==> config.mk <==
export PLATFORM = sky130hd
export DESIGN_NAME = mhc_maint_handler
export DESIGN_NICKNAME = d
export VERILOG_FILES = /design/src/rtl/mhc_pkg.sv /design/src/rtl/mhc_ctx_fifo.sv /design/src/rtl/mhc_out_slot.sv /design/src/rtl/mhc_rsp_build.sv /design/src/rtl/mhc_maint_handler.sv
export SDC_FILE = /design/constraint.sdc
export NUM_CORES = 1
export LEC_CHECK = 0
export BUFFER_PORTS_ARGS = -buffer_cell sky130_fd_sc_hd__buf_2
export CAP_MARGIN = 20
export CELL_PAD_IN_SITES_DETAIL_PLACEMENT = 1
export CELL_PAD_IN_SITES_GLOBAL_PLACEMENT = 1
export CORE_ASPECT_RATIO = 0.8
export CORE_MARGIN = 5
export CORE_UTILIZATION = 35
export DETAILED_ROUTE_END_ITERATION = 10
export HOLD_SLACK_MARGIN = 0.05
export PLACE_DENSITY_LB_ADDON = 0.1
export SKIP_LAST_GASP = 1
export SLEW_MARGIN = 30
export SYNTH_ARGS = -nofsm -noshare
export SYNTH_HDL_FRONTEND = slang
export SYNTH_SLANG_ARGS = --single-unit
==> constraint.sdc <==
create_clock -name clk -period 11.3 [get_ports clk]
set_clock_uncertainty 0.1 [all_clocks]
set_input_delay 2.26 -clock clk [delete_from_list [all_inputs] [get_ports clk]]
set_output_delay 2.26 -clock clk [all_outputs]
set_load 0.05 [all_outputs]
==> src/rtl/mhc_pkg.sv <==
package mhc_pkg;

    parameter int HOP_W  = 8;
    parameter int TT_W   = 4;
    parameter int ST_W   = 4;
    parameter int TID_W  = 8;
    parameter int ID_W   = 16;
    parameter int OFF_W  = 24;
    parameter int DATA_W = 32;
    parameter int CRC_W  = 16;

    localparam int PKT_W   = HOP_W + TT_W + ST_W + TID_W + 2 * ID_W + OFF_W + DATA_W;
    localparam int WADDR_W = OFF_W - 2;

    localparam logic [CRC_W-1:0] CRC_POLY = 16'h1021;
    localparam logic [CRC_W-1:0] CRC_SEED = 16'hFFFF;

    localparam logic [HOP_W-1:0] RSP_HOP   = '1;
    localparam logic [ST_W-1:0]  ST_DONE   = 4'h0;
    localparam logic [ST_W-1:0]  ST_RETRY  = 4'h3;

    typedef enum logic [TT_W-1:0] {
        TT_RD_REQ  = 4'h0,
        TT_WR_REQ  = 4'h1,
        TT_RD_RSP  = 4'h2,
        TT_WR_RSP  = 4'h3,
        TT_PORT_WR = 4'h4
    } mhc_ttype_e;

    typedef struct packed {
        logic [HOP_W-1:0]  hop;
        logic [TT_W-1:0]   ttype;
        logic [ST_W-1:0]   status;
        logic [TID_W-1:0]  tid;
        logic [ID_W-1:0]   dst;
        logic [ID_W-1:0]   src;
        logic [OFF_W-1:0]  offset;
        logic [DATA_W-1:0] data;
    } mhc_pkt_t;

    // Saved per pending access; IDs kept as received, swapped when the response is built
    typedef struct packed {
        logic              is_write;
        logic [TID_W-1:0]  tid;
        logic [ID_W-1:0]   dst;
        logic [ID_W-1:0]   src;
    } mhc_ctx_t;

    function automatic logic [CRC_W-1:0] mhc_crc16(input mhc_pkt_t p);
        logic [PKT_W-1:0] bits;
        logic [CRC_W-1:0] c;
        logic             fb;
        bits = p;
        c    = CRC_SEED;
        for (int i = PKT_W - 1; i >= 0; i--) begin
            fb = c[CRC_W-1] ^ bits[i];
            c  = {c[CRC_W-2:0], 1'b0} ^ (fb ? CRC_POLY : '0);
        end
        return c;
    endfunction

endpackage

==> src/rtl/mhc_ctx_fifo.sv <==
module mhc_ctx_fifo
    import mhc_pkg::*;
#(
    parameter int DEPTH = 4
) (
    input  logic     clk,
    input  logic     rst,
    input  logic     push,
    input  mhc_ctx_t push_ctx,
    input  logic     pop,
    output mhc_ctx_t head,
    output logic     full,
    output logic     empty
);

    localparam int PTR_W = (DEPTH > 1) ? $clog2(DEPTH) : 1;
    localparam int CNT_W = $clog2(DEPTH + 1);

    mhc_ctx_t         mem [DEPTH];
    logic [PTR_W-1:0] wr_ptr;
    logic [PTR_W-1:0] rd_ptr;
    logic [CNT_W-1:0] cnt;

    function automatic logic [PTR_W-1:0] ptr_next(input logic [PTR_W-1:0] p);
        return (p == PTR_W'(DEPTH - 1)) ? '0 : p + PTR_W'(1);
    endfunction

    always_ff @(posedge clk) begin
        if (rst) begin
            wr_ptr <= '0;
            rd_ptr <= '0;
            cnt    <= '0;
        end else begin
            if (push) wr_ptr <= ptr_next(wr_ptr);
            if (pop)  rd_ptr <= ptr_next(rd_ptr);
            case ({push, pop})
                2'b10:   cnt <= cnt + CNT_W'(1);
                2'b01:   cnt <= cnt - CNT_W'(1);
                default: cnt <= cnt;
            endcase
        end
    end

    always_ff @(posedge clk) begin
        if (push) mem[wr_ptr] <= push_ctx;
    end

    assign head  = mem[rd_ptr];
    assign full  = (cnt == CNT_W'(DEPTH));
    assign empty = (cnt == '0);

endmodule

==> src/rtl/mhc_out_slot.sv <==
module mhc_out_slot
    import mhc_pkg::*;
(
    input  logic             clk,
    input  logic             rst,
    input  logic             load,
    input  mhc_pkt_t         load_pkt,
    output logic             free,
    output logic             out_valid,
    input  logic             out_ready,
    output mhc_pkt_t         out_pkt,
    output logic [CRC_W-1:0] out_crc
);

    always_ff @(posedge clk) begin
        if (rst) begin
            out_valid <= 1'b0;
            out_pkt   <= '0;
            out_crc   <= '0;
        end else begin
            if (load) begin
                out_valid <= 1'b1;
                out_pkt   <= load_pkt;
                out_crc   <= mhc_crc16(load_pkt);
            end else if (out_ready) begin
                out_valid <= 1'b0;
            end
        end
    end

    assign free = !out_valid || out_ready;

endmodule

==> src/rtl/mhc_rsp_build.sv <==
module mhc_rsp_build
    import mhc_pkg::*;
(
    input  mhc_ctx_t          ctx,
    input  logic              is_retry,
    input  logic [DATA_W-1:0] rdata,
    output mhc_pkt_t          rsp
);

    always_comb begin
        rsp.hop    = RSP_HOP;
        rsp.ttype  = ctx.is_write ? TT_WR_RSP : TT_RD_RSP;
        rsp.status = is_retry ? ST_RETRY : ST_DONE;
        rsp.tid    = ctx.tid;
        rsp.dst    = ctx.src;
        rsp.src    = ctx.dst;
        rsp.offset = '0;
        rsp.data   = (is_retry || ctx.is_write) ? '0 : rdata;
    end

endmodule

==> src/rtl/mhc_maint_handler.sv <==
module mhc_maint_handler
    import mhc_pkg::*;
#(
    parameter int MAX_OUT = 4
) (
    input  logic               clk,
    input  logic               rst,
    input  logic               in_valid,
    output logic               in_ready,
    input  logic [PKT_W-1:0]   in_pkt,
    output logic               fwd_valid,
    input  logic               fwd_ready,
    output logic [PKT_W-1:0]   fwd_pkt,
    output logic [CRC_W-1:0]   fwd_crc,
    output logic               rsp_valid,
    input  logic               rsp_ready,
    output logic [PKT_W-1:0]   rsp_pkt,
    output logic [CRC_W-1:0]   rsp_crc,
    output logic               rb_req_valid,
    input  logic               rb_req_ready,
    output logic               rb_req_write,
    output logic [WADDR_W-1:0] rb_req_addr,
    output logic [DATA_W-1:0]  rb_req_wdata,
    input  logic               rb_rsp_valid,
    output logic               rb_rsp_ready,
    input  logic [DATA_W-1:0]  rb_rsp_rdata
);

    mhc_pkt_t in_p;
    mhc_pkt_t fwd_next;
    mhc_pkt_t rsp_next;
    mhc_pkt_t fwd_s;
    mhc_pkt_t rsp_s;
    mhc_ctx_t in_ctx;
    mhc_ctx_t head_ctx;
    mhc_ctx_t build_ctx;

    logic is_local;
    logic is_rw;
    logic ctx_full;
    logic ctx_empty;
    logic fwd_free;
    logic rsp_free;
    logic fwd_load;
    logic rsp_load;
    logic issue;
    logic cpl;
    logic retry;

    assign in_p = mhc_pkt_t'(in_pkt);

    always_comb begin
        is_local = (in_p.hop == '0);
        is_rw    = (in_p.ttype == TT_RD_REQ) || (in_p.ttype == TT_WR_REQ);

        in_ctx.is_write = (in_p.ttype == TT_WR_REQ);
        in_ctx.tid      = in_p.tid;
        in_ctx.dst      = in_p.dst;
        in_ctx.src      = in_p.src;

        // Completions from the register bus own the response slot first
        rb_rsp_ready = rsp_free && !ctx_empty;
        cpl          = rb_rsp_valid && rb_rsp_ready;

        rb_req_valid = in_valid && is_local && is_rw && !ctx_full;
        rb_req_write = in_ctx.is_write;
        rb_req_addr  = in_p.offset[OFF_W-1:2];
        rb_req_wdata = in_p.data;
        issue        = rb_req_valid && rb_req_ready;

        retry    = in_valid && is_local && is_rw && ctx_full && rsp_free && !cpl;
        fwd_load = in_valid && !is_local && fwd_free;
        rsp_load = cpl || retry;

        if (!is_local)
            in_ready = fwd_free;
        else if (is_rw && !ctx_full)
            in_ready = rb_req_ready;
        else if (is_rw)
            in_ready = rsp_free && !cpl;
        else
            in_ready = 1'b1;

        fwd_next     = in_p;
        fwd_next.hop = in_p.hop - HOP_W'(1);

        build_ctx = cpl ? head_ctx : in_ctx;
    end

    mhc_ctx_fifo #(
        .DEPTH (MAX_OUT)
    ) u_ctx (
        .clk      (clk),
        .rst      (rst),
        .push     (issue),
        .push_ctx (in_ctx),
        .pop      (cpl),
        .head     (head_ctx),
        .full     (ctx_full),
        .empty    (ctx_empty)
    );

    mhc_rsp_build u_build (
        .ctx      (build_ctx),
        .is_retry (!cpl),
        .rdata    (rb_rsp_rdata),
        .rsp      (rsp_next)
    );

    mhc_out_slot u_fwd_slot (
        .clk       (clk),
        .rst       (rst),
        .load      (fwd_load),
        .load_pkt  (fwd_next),
        .free      (fwd_free),
        .out_valid (fwd_valid),
        .out_ready (fwd_ready),
        .out_pkt   (fwd_s),
        .out_crc   (fwd_crc)
    );

    mhc_out_slot u_rsp_slot (
        .clk       (clk),
        .rst       (rst),
        .load      (rsp_load),
        .load_pkt  (rsp_next),
        .free      (rsp_free),
        .out_valid (rsp_valid),
        .out_ready (rsp_ready),
        .out_pkt   (rsp_s),
        .out_crc   (rsp_crc)
    );

    assign fwd_pkt = fwd_s;
    assign rsp_pkt = rsp_s;

endmodule

; Word level (Yosys, flattened, before mapping)
; Memories as Yosys holds them, arrays and structs flattened. A register that Yosys moved wholly into a read port is not among the register bits.
; Cells that the tools add are included.
[word_totals]
output_inout_bits = 316
reg_bits = 234
ram_bits = 164
memories = 1
[mem_list]
columns = memory, depth, word_bits, read_ports, rd_clocked_by_memory_dff, wr, line
row1 = u_ctx.mem, 4, 41, 1, 1, 1, mhc_ctx_fifo.sv:19  ; mhc_ctx_t mem [DEPTH];
[op_classes]
n_eq_ne = 6
n_bitwise = 406
addsub = 5
reduce_logical = 30
muxes = 234
[op_table]
columns = cell, n
row1 = bitwise XOR 16 bit, 214
row2 = two-way mux 13 bit, 216
row3 = bitwise XOR 1 bit, 186
row4 = two-way mux 41 bit, 1
row5 = two-way mux 32 bit, 1
row6 = inverter 15 bit, 1
row7 = logical AND 1 bit, 13
row8 = two-way mux 1 bit, 10
row9 = two-way mux 2 bit, 5
row10 = zero test 8 bit, 1
row11 = "subtractor 8 x 1 -> 8 bit, second input constant", 1
row12 = inverter 7 bit, 1
row13 = "equality test 2 bit, second input constant", 3
row14 = zero test 1 bit, 6
row15 = one-hot mux 3 bit (2 select lines), 1
row16 = nonzero test 2 bit, 3
row17 = logical OR 1 bit, 5
row18 = "adder 2 x 1 -> 2 bit, second input constant", 2
row19 = "equality test 4 x 1 -> 1 bit, second input constant", 1
row20 = zero test 4 bit, 1
row21 = "bitwise XOR 1 bit, second input constant", 4
row22 = "adder 3 x 1 -> 3 bit, second input constant", 1
row23 = "equality test 3 bit, second input constant", 1
row24 = zero test 3 bit, 1
row25 = other kinds (2), 2

; Logic depth before layout (Yosys ltp)
; Gate-level depths: netlist of the first run.
[depth]
word_depth = 336
ltp_mapped = 26

; By module
; Synthesis of the first run repeated with hierarchy kept, for this count alone.
[unflattened]
hier_cells = 2052
area_unflattened_um2 = 27007.2
[by_module_without_submodules]
columns = module, instances, cells_each, area_per_inst_um2
row1 = mhc_out_slot, 2, 767, 9185.1
row2 = mhc_ctx_fifo, 1, 263, 6414.9
row3 = mhc_maint_handler, 1, 135, 1156.1
row4 = mhc_rsp_build, 1, 120, 1066.0

; Worst setup path before layout of the first run
; No wires, ideal clock.
[synth_path]
path_kind = in2reg
from = input rsp_ready
to = register u_rsp_slot.out_crc[5]
setup_slack_ps = 1989
required_time_ps = 11122
stages = 25
setup_time_ps = 78
n_path_buf = 6
t_arrival_ps = 9133
path_cell_list = nand2b_1 o311ai_2 buf_2 buf_2 buf_2 buf_2 buf_1 mux2i_1 ha_1 buf_1 xnor3_1 xnor3_1 xnor3_1 xor2_1 xnor2_1 xnor3_1 xor2_1 xnor2_1 xor2_1 xnor2_2 xnor3_1 xnor2_1 xnor2_1 nor2_1 nor3_1
[synth_via]
elab_chain_len = 152
[synth_rtl]
columns = item, line
row1 = from (decl), mhc_maint_handler.sv:16  ; input logic rsp_ready,
row2 = logical OR 1 bit *, mhc_out_slot.sv:31  ; assign free = !out_valid || out_ready;
row3 = logical AND 1 bit, mhc_maint_handler.sv:62  ; rb_rsp_ready = rsp_free && !ctx_empty;
row4 = logical AND 1 bit, mhc_maint_handler.sv:63  ; cpl = rb_rsp_valid && rb_rsp_ready;
row5 = two-way mux 41 bit, mhc_maint_handler.sv:87  ; build_ctx = cpl ? head_ctx : in_ctx;
row6 = two-way mux 1 bit, mhc_rsp_build.sv:12  ; rsp.ttype = ctx.is_write ? TT_WR_RSP : TT_RD_RSP;
row7 = bitwise XOR 1 bit, mhc_pkg.sv:56  ; fb = c[CRC_W-1] ^ bits[i];
row8 = two-way mux 13 bit, mhc_pkg.sv:57  ; c = {c[CRC_W-2:0], 1'b0} ^ (fb ? CRC_POLY : '0);
row9 = bitwise XOR 16 bit (4 in a row), mhc_pkg.sv:57
row10 = [127 not listed], n/a
row11 = two-way mux 13 bit, mhc_pkg.sv:57
row12 = bitwise XOR 16 bit (4 in a row), mhc_pkg.sv:57
row13 = bitwise XOR 1 bit, mhc_pkg.sv:56
row14 = two-way mux 13 bit, mhc_pkg.sv:57
row15 = bitwise XOR 16 bit (4 in a row), mhc_pkg.sv:57
row16 = bitwise XOR 1 bit, mhc_pkg.sv:56
row17 = two-way mux 13 bit, mhc_pkg.sv:57
row18 = bitwise XOR 16 bit, mhc_pkg.sv:57
row19 = to (signal assigned), mhc_out_slot.sv:24  ; out_crc <= mhc_crc16(load_pkt);
row20 = to (decl), mhc_out_slot.sv:12  ; output logic [CRC_W-1:0] out_crc
; Mark *: on every way between the ends. The rest lies on a longest branch, timed or not.
; A chain may end at the register's enable or synchronous reset.

==> flow_metrics.tcl, run 1 <==
set metrics [dict create \
    status "completed" \
    ios 467 \
    grt_pass1_vias 17400 \
    synth-edff-count 164 \
    fin_cells 3335 \
    final_max_slew_viol_count 0 \
    regArea_um2 9530 \
    synthToLayoutAreaGrowth_pct 16.6 \
    min_period_ns 8.90 \
    wl_per_cell_um 23.7 \
    fp-row-count 85 \
    design_area_um2 27700 \
    crit_required_ns 11.66 \
    hold_path_depth 2 \
    first_pass_iters 5 \
    multi_input_area_um2 13200 \
    dp.cells 3250 \
    finalHoldViolCount 0 \
    overflow 0 \
    hold_ws_ns 0.348 \
    gp_congestion 0.854 \
    yosysUniqueCellTypes 60 \
    initial_core_util_pct 35.3 \
    port_buffers 438 \
    finalCritPeriodShare_pct 78.7 \
    hold_buffers 0 \
    hold_path_class "reg -> reg" \
    cts-root-buf "clkbuf_16" \
    critPathMaxStageDelay_ns 0.59 \
    cts.sinks 394 \
    drc 0 \
    cts_setup_buffers 0 \
    cp_common_cell "xnor2_1" \
    ys_ff_latch 394 \
    coreArea_um2 67300 \
    ant_nets 0 \
    fillers 7383 \
    path_class "in -> reg" \
    avgSynthCellArea_um2 11.5 \
    grt_max_degree 96 \
    h-tree-depth 2 \
    cts_inserted_buffers 45 \
    vias_per_cell 4.87 \
    yosysWarningCount 0 \
    grt_pass1_wl_um 116000 \
    drt_iter0_markers 828 \
    synth-main-ff-cell "dfxtp_1" \
    chipHeight_um 243 \
    cpMaxStageDelayCell "xnor3_2" \
    cp-end-kind "flip-flop" \
    nets 2544 \
    relSlewSlack_pct 36.9 \
    cp.arrival_ns 9.25 \
    path_clk_slew_ns 0.06 \
    setup_viol_count_final 0 \
    cts_tree "done" \
    worstMarginPinSlew_ns 0.946 \
    cp_max_fo 7 \
    start_kind "input pin" \
    place_area_um2 26300 \
    dieArea_um2 73300 \
    die_x_um 301 \
    place_hpwl_um 58900 \
    synthCells 2061 \
    maxCapViolCount 0 \
    netlist_area_um2 23800 \
    fmax_ghz 0.112 \
    vias 16200 \
    antenna_found_initial 4 \
    synthArstFlopShare_pct 0 \
    r2r_cells 19 \
    clk_path_buf_depth 3 \
    grt_usage_pct 21.0 \
    clk_latency_ns 0.60 \
    fin_tns_setup_ns 0 \
    layout-drive-gt1-share_pct 25.7 \
    yosysSeqAreaShare_pct 40.1 \
    drt_wl_total_um 79100 \
    cts-resized-gates 0 \
    cp_cell_sequence "buf_2 > inv_1 > ha_1 > xnor2_1 > xnor2_1 > xnor3_1 > xnor2_1 > xnor3_2 > xnor2_1 > xnor3_1 > xor2_1 > xnor3_1 > xor3_1 > xnor3_2 > xor2_2 > xor2_2 > xnor2_2 > xnor3_2 > xnor2_2 > xnor2_1 > a211oi_2" \
    rsz0062_at_grt "no" \
]
==> per-layer routing <==
layer  part of all wire (%)  track usage (%)  up-vias
met5                      0                0        -
met4                    1.5             3.85        0
met3                    5.7             3.83       69
met2                     48             35.4      401
met1                     45             28.8     8227
li1                       -                -     7546
==> synthesized netlist by cell type, drive strengths merged (15+ instances only) <==
master | count | share of area, %
a211oi | 61 | 1.9
mux2i | 59 | 2.6
nor3 | 15 | 0.36
edfxtp | 164 | 21
dfxtp | 230 | 19
mux4 | 41 | 3.9
xnor3 | 142 | 14
buf | 119 | 3.5
xor3 | 24 | 2.4
clkbuf | 91 | 1.4
xor2 | 142 | 5.6
a21oi | 157 | 3.3
nand2 | 292 | 4.6
xnor2 | 319 | 12
nor2 | 107 | 1.7
nand3 | 36 | 0.76
==> metrics by stage <==
stage | setup slack [ns] | util (%)
6_report | 2.40 | 41.2
5_1_grt | 1.95 | 41.2
4_1_cts | 2.36 | 41.2
3_5_place_dp | 1.73 | 39.0
3_3_place_gp | 1.68 | 39.0
2_1_floorplan | 1.99 | -
==> logic make-up (layout without fill, tap and decap cells) <==
logic type      after synthesis  in the layout  share of synthesized area (%)
simple gates                474            474                           8.21
mux                         106            106                           6.72
other cells                   1             31                         0.0158
compound gates              231            231                           5.68
buf+inv                     219            550                           5.08
xor+xnor                    627            627                           33.7
fa+ha+maj                     9              9                          0.505
flops                       394            394                           40.1
==> sequential cells by signal (all words and copies together), names as in the netlist, named ones only <==
register and cells:
u_ctx.cnt 3, u_ctx.mem 164, u_ctx.rd_ptr 2, u_ctx.wr_ptr 2, u_fwd_slot.out_crc 16, u_fwd_slot.out_pkt 112
u_fwd_slot.out_valid 1, u_rsp_slot.out_crc 16, u_rsp_slot.out_pkt 75, u_rsp_slot.out_valid 1
==> cell type report <==
type	instances	area share (%)
tap	913	4.12
timing repair buffer	459	8.65
clock buffer	63	4.52
inverter	9	0.122
antenna	3	0.0271
clock inverter	19	0.672
multi-input combinational	1475	47.5
sequential	394	34.4
==> path summary, 6_finish.rpt <==
kind	end	slack, ns	from
min reg2reg	u_rsp_slot.out_pkt[14]$_SDFFE_PP0P_	0.35	u_rsp_slot.out_pkt[14]$_SDFFE_PP0P_
max reg2reg	u_rsp_slot.out_crc[7]$_SDFFE_PP0P_	3.28	flip-flop
max	u_fwd_slot.out_crc[14]$_SDFFE_PP0P_	2.40	in_pkt[104]
min	u_rsp_slot.out_pkt[14]$_SDFFE_PP0P_	0.35	u_rsp_slot.out_pkt[14]$_SDFFE_PP0P_
==> cells in the final DEF, fill, tap and decap left out, types with 3 or more instances in the layout <==
| cell | instances |
|---|---|
| clkinv_2 | 6 |
| nand2b_1 | 4 |
| o21ai_0 | 4 |
| xor3_1 | 24 |
| clkbuf_1 | 12 |
| nand2_1 | 292 |
| buf_4 | 17 |
| diode_2 | 3 |
| ha_1 | 7 |
| a21oi_1 | 157 |
| xnor3_1 | 134 |
| xnor2_2 | 13 |
| inv_1 | 8 |
| nand3_1 | 36 |
| dfxtp_1 | 229 |
| mux4_2 | 41 |
| and2_1 | 4 |
| clkbuf_8 | 7 |
| clkbuf_16 | 45 |
| nor2_1 | 104 |
| conb_1 | 28 |
| mux2i_1 | 57 |
| xor2_2 | 8 |
| buf_2 | 437 |
| xnor2_1 | 305 |
| xnor3_2 | 7 |
| a211oi_1 | 60 |
| mux2_2 | 6 |
| edfxtp_1 | 164 |
| nor2_4 | 3 |
| xor2_1 | 133 |
| clkinv_1 | 7 |
| nor3_1 | 13 |
==> worst max-delay path, delay by kind of cell <==
family          cells  cell delay (ns)
xor+xnor           17             6.16
buf+inv             2             0.31
fa+ha+maj           1             0.41
compound gates      1             0.09
Power of run 1 is not shown: default switching activity piles up to over one toggle a cycle in this logic, so the estimate is an artifact.
==> inputs of run 2 (changes only) <==
==> constraint.sdc (replaced) <==
create_clock -name clk -period 8.2 [get_ports clk]
set_clock_uncertainty 0.1 [all_clocks]
set_input_delay 1.64 -clock clk [delete_from_list [all_inputs] [get_ports clk]]
set_output_delay 1.64 -clock clk [all_outputs]
set_load 0.05 [all_outputs]
==> run 2 against run 1 <==
Net effect: flip-flop and latch count stayed put; critical path depth is 1 higher; via count is 2.0% higher; non-clock buffer count is 98 higher; global-route usage is 0.64 points higher; final cell count is 2.9% higher; setup slack worse by 1.8 ns; sequential share of layout area is 1.1 points lower; die area stayed put; register-to-register slack worse by 2.1 ns; wire length is 3.2% higher; critical path type unchanged; critical endpoint unchanged.
==> flow_metrics.tcl, run 2 (same netlist as run 1, synthesis figures left out) <==
set metrics [dict create \
    status "completed" \
    cp.arrival_ns 8.05 \
    first_pass_iters 4 \
    h-tree-depth 2 \
    vias_per_cell 4.83 \
    cts-resized-gates 0 \
    path_clk_slew_ns 0.06 \
    drc 0 \
    antenna_found_initial 3 \
    finalHoldViolCount 0 \
    nets 2642 \
    finalCritPeriodShare_pct 93.2 \
    critPathMaxStageDelay_ns 0.55 \
    cpMaxStageDelayCell "xnor3_2" \
    cts_setup_buffers 0 \
    largest-register "u_ctx.mem" \
    grt_usage_pct 21.7 \
    cts-root-buf "clkbuf_16" \
    port_buffers 438 \
    start_kind "input pin" \
    min_period_ns 7.64 \
    wl_per_cell_um 23.8 \
    fin_cells 3433 \
    relSlewSlack_pct 40.8 \
    cp_top_family "XOR/XNOR gates" \
    clk_latency_ns 0.62 \
    r2r_cells 20 \
    chipHeight_um 243 \
    largest_reg_flops 164 \
    fp-row-count 85 \
    final_cell_mix "437 x buf_2, 303 x xnor2_1, 292 x nand2_1, 229 x dfxtp_1, 164 x edfxtp_1" \
    fmax_ghz 0.131 \
    coreArea_um2 67300 \
    dieArea_um2 73300 \
    design_area_um2 28700 \
    dp.cells 3348 \
    largest_registers "u_ctx.mem (164), u_fwd_slot.out_pkt (112), u_rsp_slot.out_pkt (75)" \
    worstMarginPinSlew_ns 0.888 \
    cp-end-kind "flip-flop" \
    drt_wl_total_um 81600 \
    cts.sinks 394 \
    final_max_slew_viol_count 0 \
    cp_cell_sequence "buf_2 > inv_1 > ha_1 > nor3b_2 > xnor3_1 > buf_4 > xnor2_1 > xnor2_1 > xnor3_2 > xor2_1 > xnor3_1 > xnor3_1 > xnor3_2 > xor2_2 > xnor3_2 > xor2_2 > xor2_2 > xnor2_2 > xnor3_2 > xnor2_2 > xnor2_1 > a211oi_2" \
    cp.depth 22 \
    hold_buffers 0 \
    place_hpwl_um 62500 \
    gp_congestion 0.872 \
    grt_pass1_vias 17800 \
    cts_tree "done" \
    cp_max_fo 5 \
    setup_viol_count_final 0 \
    postLayoutCoreUtil_pct 42.6 \
    crit_required_ns 8.61 \
    cp_common_cell "xnor3_2" \
    rsz0062_at_grt "no" \
    cts_inserted_buffers 45 \
    grt_max_degree 123 \
    die_x_um 301 \
    initial_core_util_pct 35.3 \
    overflow 0 \
    hold_path_depth 2 \
    layout_commonest_cell "buf_2" \
    clk_path_buf_depth 3 \
    path_buf_inv 3 \
    synthToLayoutAreaGrowth_pct 20.6 \
    place_area_um2 27100 \
    path_class "in -> reg" \
    grt_pass1_wl_um 119000 \
    layout-drive-gt1-share_pct 29.0 \
    drt_iter0_markers 781 \
    ant_nets 0 \
    hold_path_class "reg -> reg" \
    ios 467 \
    maxCapViolCount 0 \
    fin_tns_setup_ns 0 \
    vias 16600 \
]
==> run 2: changes by cell type in the layout (fill, tap and decap cells not counted), moves of 2 or more <==
| cell | change |
|---|---|
| buf_12 | +2 |
| buf_4 | +97 |
| bufinv_16 | +4 |
| clkbuf_1 | -5 |
| clkbuf_8 | +2 |
| diode_2 | -2 |
| xnor2_1 | -2 |
| xnor2_2 | +2 |
| xor2_1 | -2 |
| xor2_2 | +2 |
==> run 2: worst paths after layout <==
kind	start	end	slack [ns]
max	in_pkt[104]	u_fwd_slot.out_crc[14]$_SDFFE_PP0P_	0.56
min	u_rsp_slot.out_pkt[1]$_SDFFE_PP0P_	u_rsp_slot.out_pkt[1]$_SDFFE_PP0P_	0.35
max reg2reg	flip-flop	u_rsp_slot.out_crc[6]$_SDFFE_PP0P_	1.14
min reg2reg	u_rsp_slot.out_pkt[1]$_SDFFE_PP0P_	u_rsp_slot.out_pkt[1]$_SDFFE_PP0P_	0.35
==> run 2: per-stage QoR <==
step	hold slack (ns)	worst slack [ns]
finish	0.349	0.557
global placement	0.338	0.134
CTS	0.352	0.595
global route	0.372	0.286
detailed placement	0.343	-0.0163
floorplan	0.354	0.0384
==> run 2: layout make-up <==
| cell class | instances | area (um2) |
|---|---|---|
| fillers | 7392 | 38600 |
| diodes | 1 | 2.50 |
| clock inverters | 23 | 317 |
| multi-input cells | 1475 | 13200 |
| flip-flops and latches | 394 | 9530 |
| inverters | 9 | 33.8 |
| well taps | 913 | 1140 |
| clock buffers | 61 | 1290 |
| repair buffers | 557 | 3160 |
==> run 2: worst register-to-register path, stage by stage (launching register included) <==
cell and delay, ns:
dfxtp_2 0.67, buf_4 0.46, mux4_2 0.65, xnor2_1 0.16, mux2i_1 0.32, xnor3_1 0.33, xnor3_1 0.72, xnor2_1 0.24
xnor3_1 0.49, xnor2_2 0.35, xnor3_1 0.43, xnor2_1 0.19, xnor2_1 0.31, xor2_1 0.30, buf_4 0.18, xor2_1 0.17
xnor2_1 0.11, xnor2_1 0.40, xnor2_1 0.18, nand2_1 0.07, a21oi_1 0.16
==> run 2: metal layers <==
layer / up-vias / part of all wire, % / global-route usage [%]
li1: 7746 / - / -
met1: 8365 / 45 / 29.4
met2: 391 / 48 / 36.3
met3: 73 / 5.5 / 4.42
met4: 0 / 1.7 / 4.05
met5: - / 0 / 0
Power of run 2 is left out for the same reason.
==> inputs of run 3 (changes only) <==
--- a/config.mk
+++ b/config.mk
@@ -11,7 +11,7 @@
 export CELL_PAD_IN_SITES_GLOBAL_PLACEMENT = 1
 export CORE_ASPECT_RATIO = 0.8
 export CORE_MARGIN = 5
-export CORE_UTILIZATION = 35
+export CORE_UTILIZATION = 45
 export DETAILED_ROUTE_END_ITERATION = 10
 export HOLD_SLACK_MARGIN = 0.05
 export PLACE_DENSITY_LB_ADDON = 0.1
==> run 3 against run 2 <==
Net effect: non-clock buffer count fell by 3; register-to-register slack got worse by 0.11 ns; sequential share of layout area rose by 0.66 points; maximum frequency fell by 2.7%; critical path type unchanged; largest cell class unchanged.
==> flow_metrics.tcl, run 3 (same netlist as run 1, synthesis figures left out) <==
set metrics [dict create \
    fp-row-count 75 \
    path_class "in -> reg" \
    ios 467 \
    relSlewSlack_pct 34.9 \
    ant_nets 0 \
    cts.sinks 394 \
    rsz0062_at_grt "no" \
    worstMarginPinSlew_ns 0.974 \
    cts_inserted_buffers 44 \
    fin_tns_setup_ns 0 \
    initial_core_util_pct 45.4 \
    drc 0 \
    grt_usage_pct 26.2 \
    cts_setup_buffers 0 \
    port_buffers 438 \
    hold_buffers 0 \
    final_cell_mix "437 x buf_2, 303 x xnor2_1, 292 x nand2_1, 229 x dfxtp_1, 164 x edfxtp_1" \
    finalCritPeriodShare_pct 95.8 \
    hold_ws_ns 0.350 \
    dieArea_um2 57600 \
    largest_registers "u_ctx.mem (164), u_fwd_slot.out_pkt (112), u_rsp_slot.out_pkt (75)" \
    status "completed" \
    cp-end-kind "flip-flop" \
    min_period_ns 7.85 \
    vias_per_cell 5.23 \
    hp-start "u_rsp_slot.out_pkt[1]$_SDFFE_PP0P_" \
    hold_path_class "reg -> reg" \
    crit_required_ns 8.59 \
    place_area_um2 26800 \
    first_pass_iters 5 \
    place_hpwl_um 59100 \
    chipHeight_um 216 \
    cp_max_fo 6 \
    coreArea_um2 52400 \
    synthToLayoutAreaGrowth_pct 18.3 \
    cts-root-buf "clkbuf_16" \
    grt_pass1_vias 17900 \
    cts-resized-gates 0 \
    clk_path_buf_depth 3 \
    antenna_found_initial 4 \
    die_x_um 267 \
    grt_max_degree 112 \
    cts_tree "done" \
    gp_congestion 0.899 \
    fmax_ghz 0.127 \
    vias 16800 \
    layout-drive-gt1-share_pct 28.5 \
    start_kind "input pin" \
    wl_per_cell_um 24.2 \
    finalHoldViolCount 0 \
    largest-register "u_ctx.mem" \
    final_max_slew_viol_count 0 \
    design_area_um2 28100 \
    largest_reg_flops 164 \
    overflow 0 \
    drt_wl_total_um 77600 \
    crit_path_start "in_pkt[104]" \
    nets 2638 \
    layout_commonest_cell "buf_2" \
    h-tree-depth 2 \
    setup_viol_count_final 0 \
    path_clk_slew_ns 0.06 \
    maxCapViolCount 0 \
    drt_iter0_markers 939 \
    grt_pass1_wl_um 114000 \
    cp.arrival_ns 8.24 \
    clk_latency_ns 0.61 \
]
-- run 3: cell types whose count changed in the layout (fill, tap and decap cells not counted), moves of 2 or more --
cell	before	now
bufinv_16	5	0
clkbuf_1	7	14
clkbuf_16	46	44
clkbuf_8	9	4
clkinv_2	6	4
clkinv_4	0	3
inv_4	0	2
-- run 3: worst max-delay path, stage by stage --
cell,delay (ns)
buf_2,0.12
inv_1,0.05
ha_1,0.26
xnor2_1,0.18
or2_2,0.35
xor3_1,0.25
xnor3_2,0.42
xnor3_2,0.51
xnor3_4,0.56
xnor3_1,0.41
xor2_2,0.28
xnor3_1,0.43
xor3_1,0.48
xor2_1,0.30
xor3_1,0.44
xnor3_1,0.25
xor3_1,0.45
xor2_1,0.37
xnor2_1,0.19
nor2_1,0.08
nor3_1,0.21
-- run 3: per-layer routing --
metal | track usage, % | up-vias | wire length [um]
li1 | - | 7738 | -
met1 | 35.4 | 8473 | 33600
met2 | 44.6 | 457 | 37800
met3 | 4.27 | 90 | 4420
met4 | 5.94 | 2 | 1770
met5 | 0 | - | 13
-- run 3: metrics by stage --
stage               cells  utilization (%)  setup WS (ns)
CTS                  3205             53.7          0.399
floorplan            2088                -         0.0384
global placement     3124             51.0          0.126
detailed placement   3125             51.1         -0.127
finish               3206             53.7          0.347
global route         3205             53.7          0.120
-- run 3: area by class of cell --
cell class	instances	area, um2
Inverter	9	33.8
Fill cell	5668	24200
Timing Repair Buffer	554	3120
Tap cell	693	867
Multi-Input combinational cell	1475	13200
Sequential cell	394	9530
Antenna cell	1	2.50
Clock inverter	19	165
Clock buffer	61	1190
-- run 3: worst paths after layout --
kind              cells after the start  slack, ns                                   to
setup / recovery                     21       0.35  u_fwd_slot.out_crc[12]$_SDFFE_PP0P_
hold / removal                        2       0.35   u_rsp_slot.out_pkt[1]$_SDFFE_PP0P_
setup reg to reg                     19       1.03  u_rsp_slot.out_crc[14]$_SDFFE_PP0P_
hold reg to reg                       2       0.35   u_rsp_slot.out_pkt[1]$_SDFFE_PP0P_
Power of run 3 is left out for the same reason.
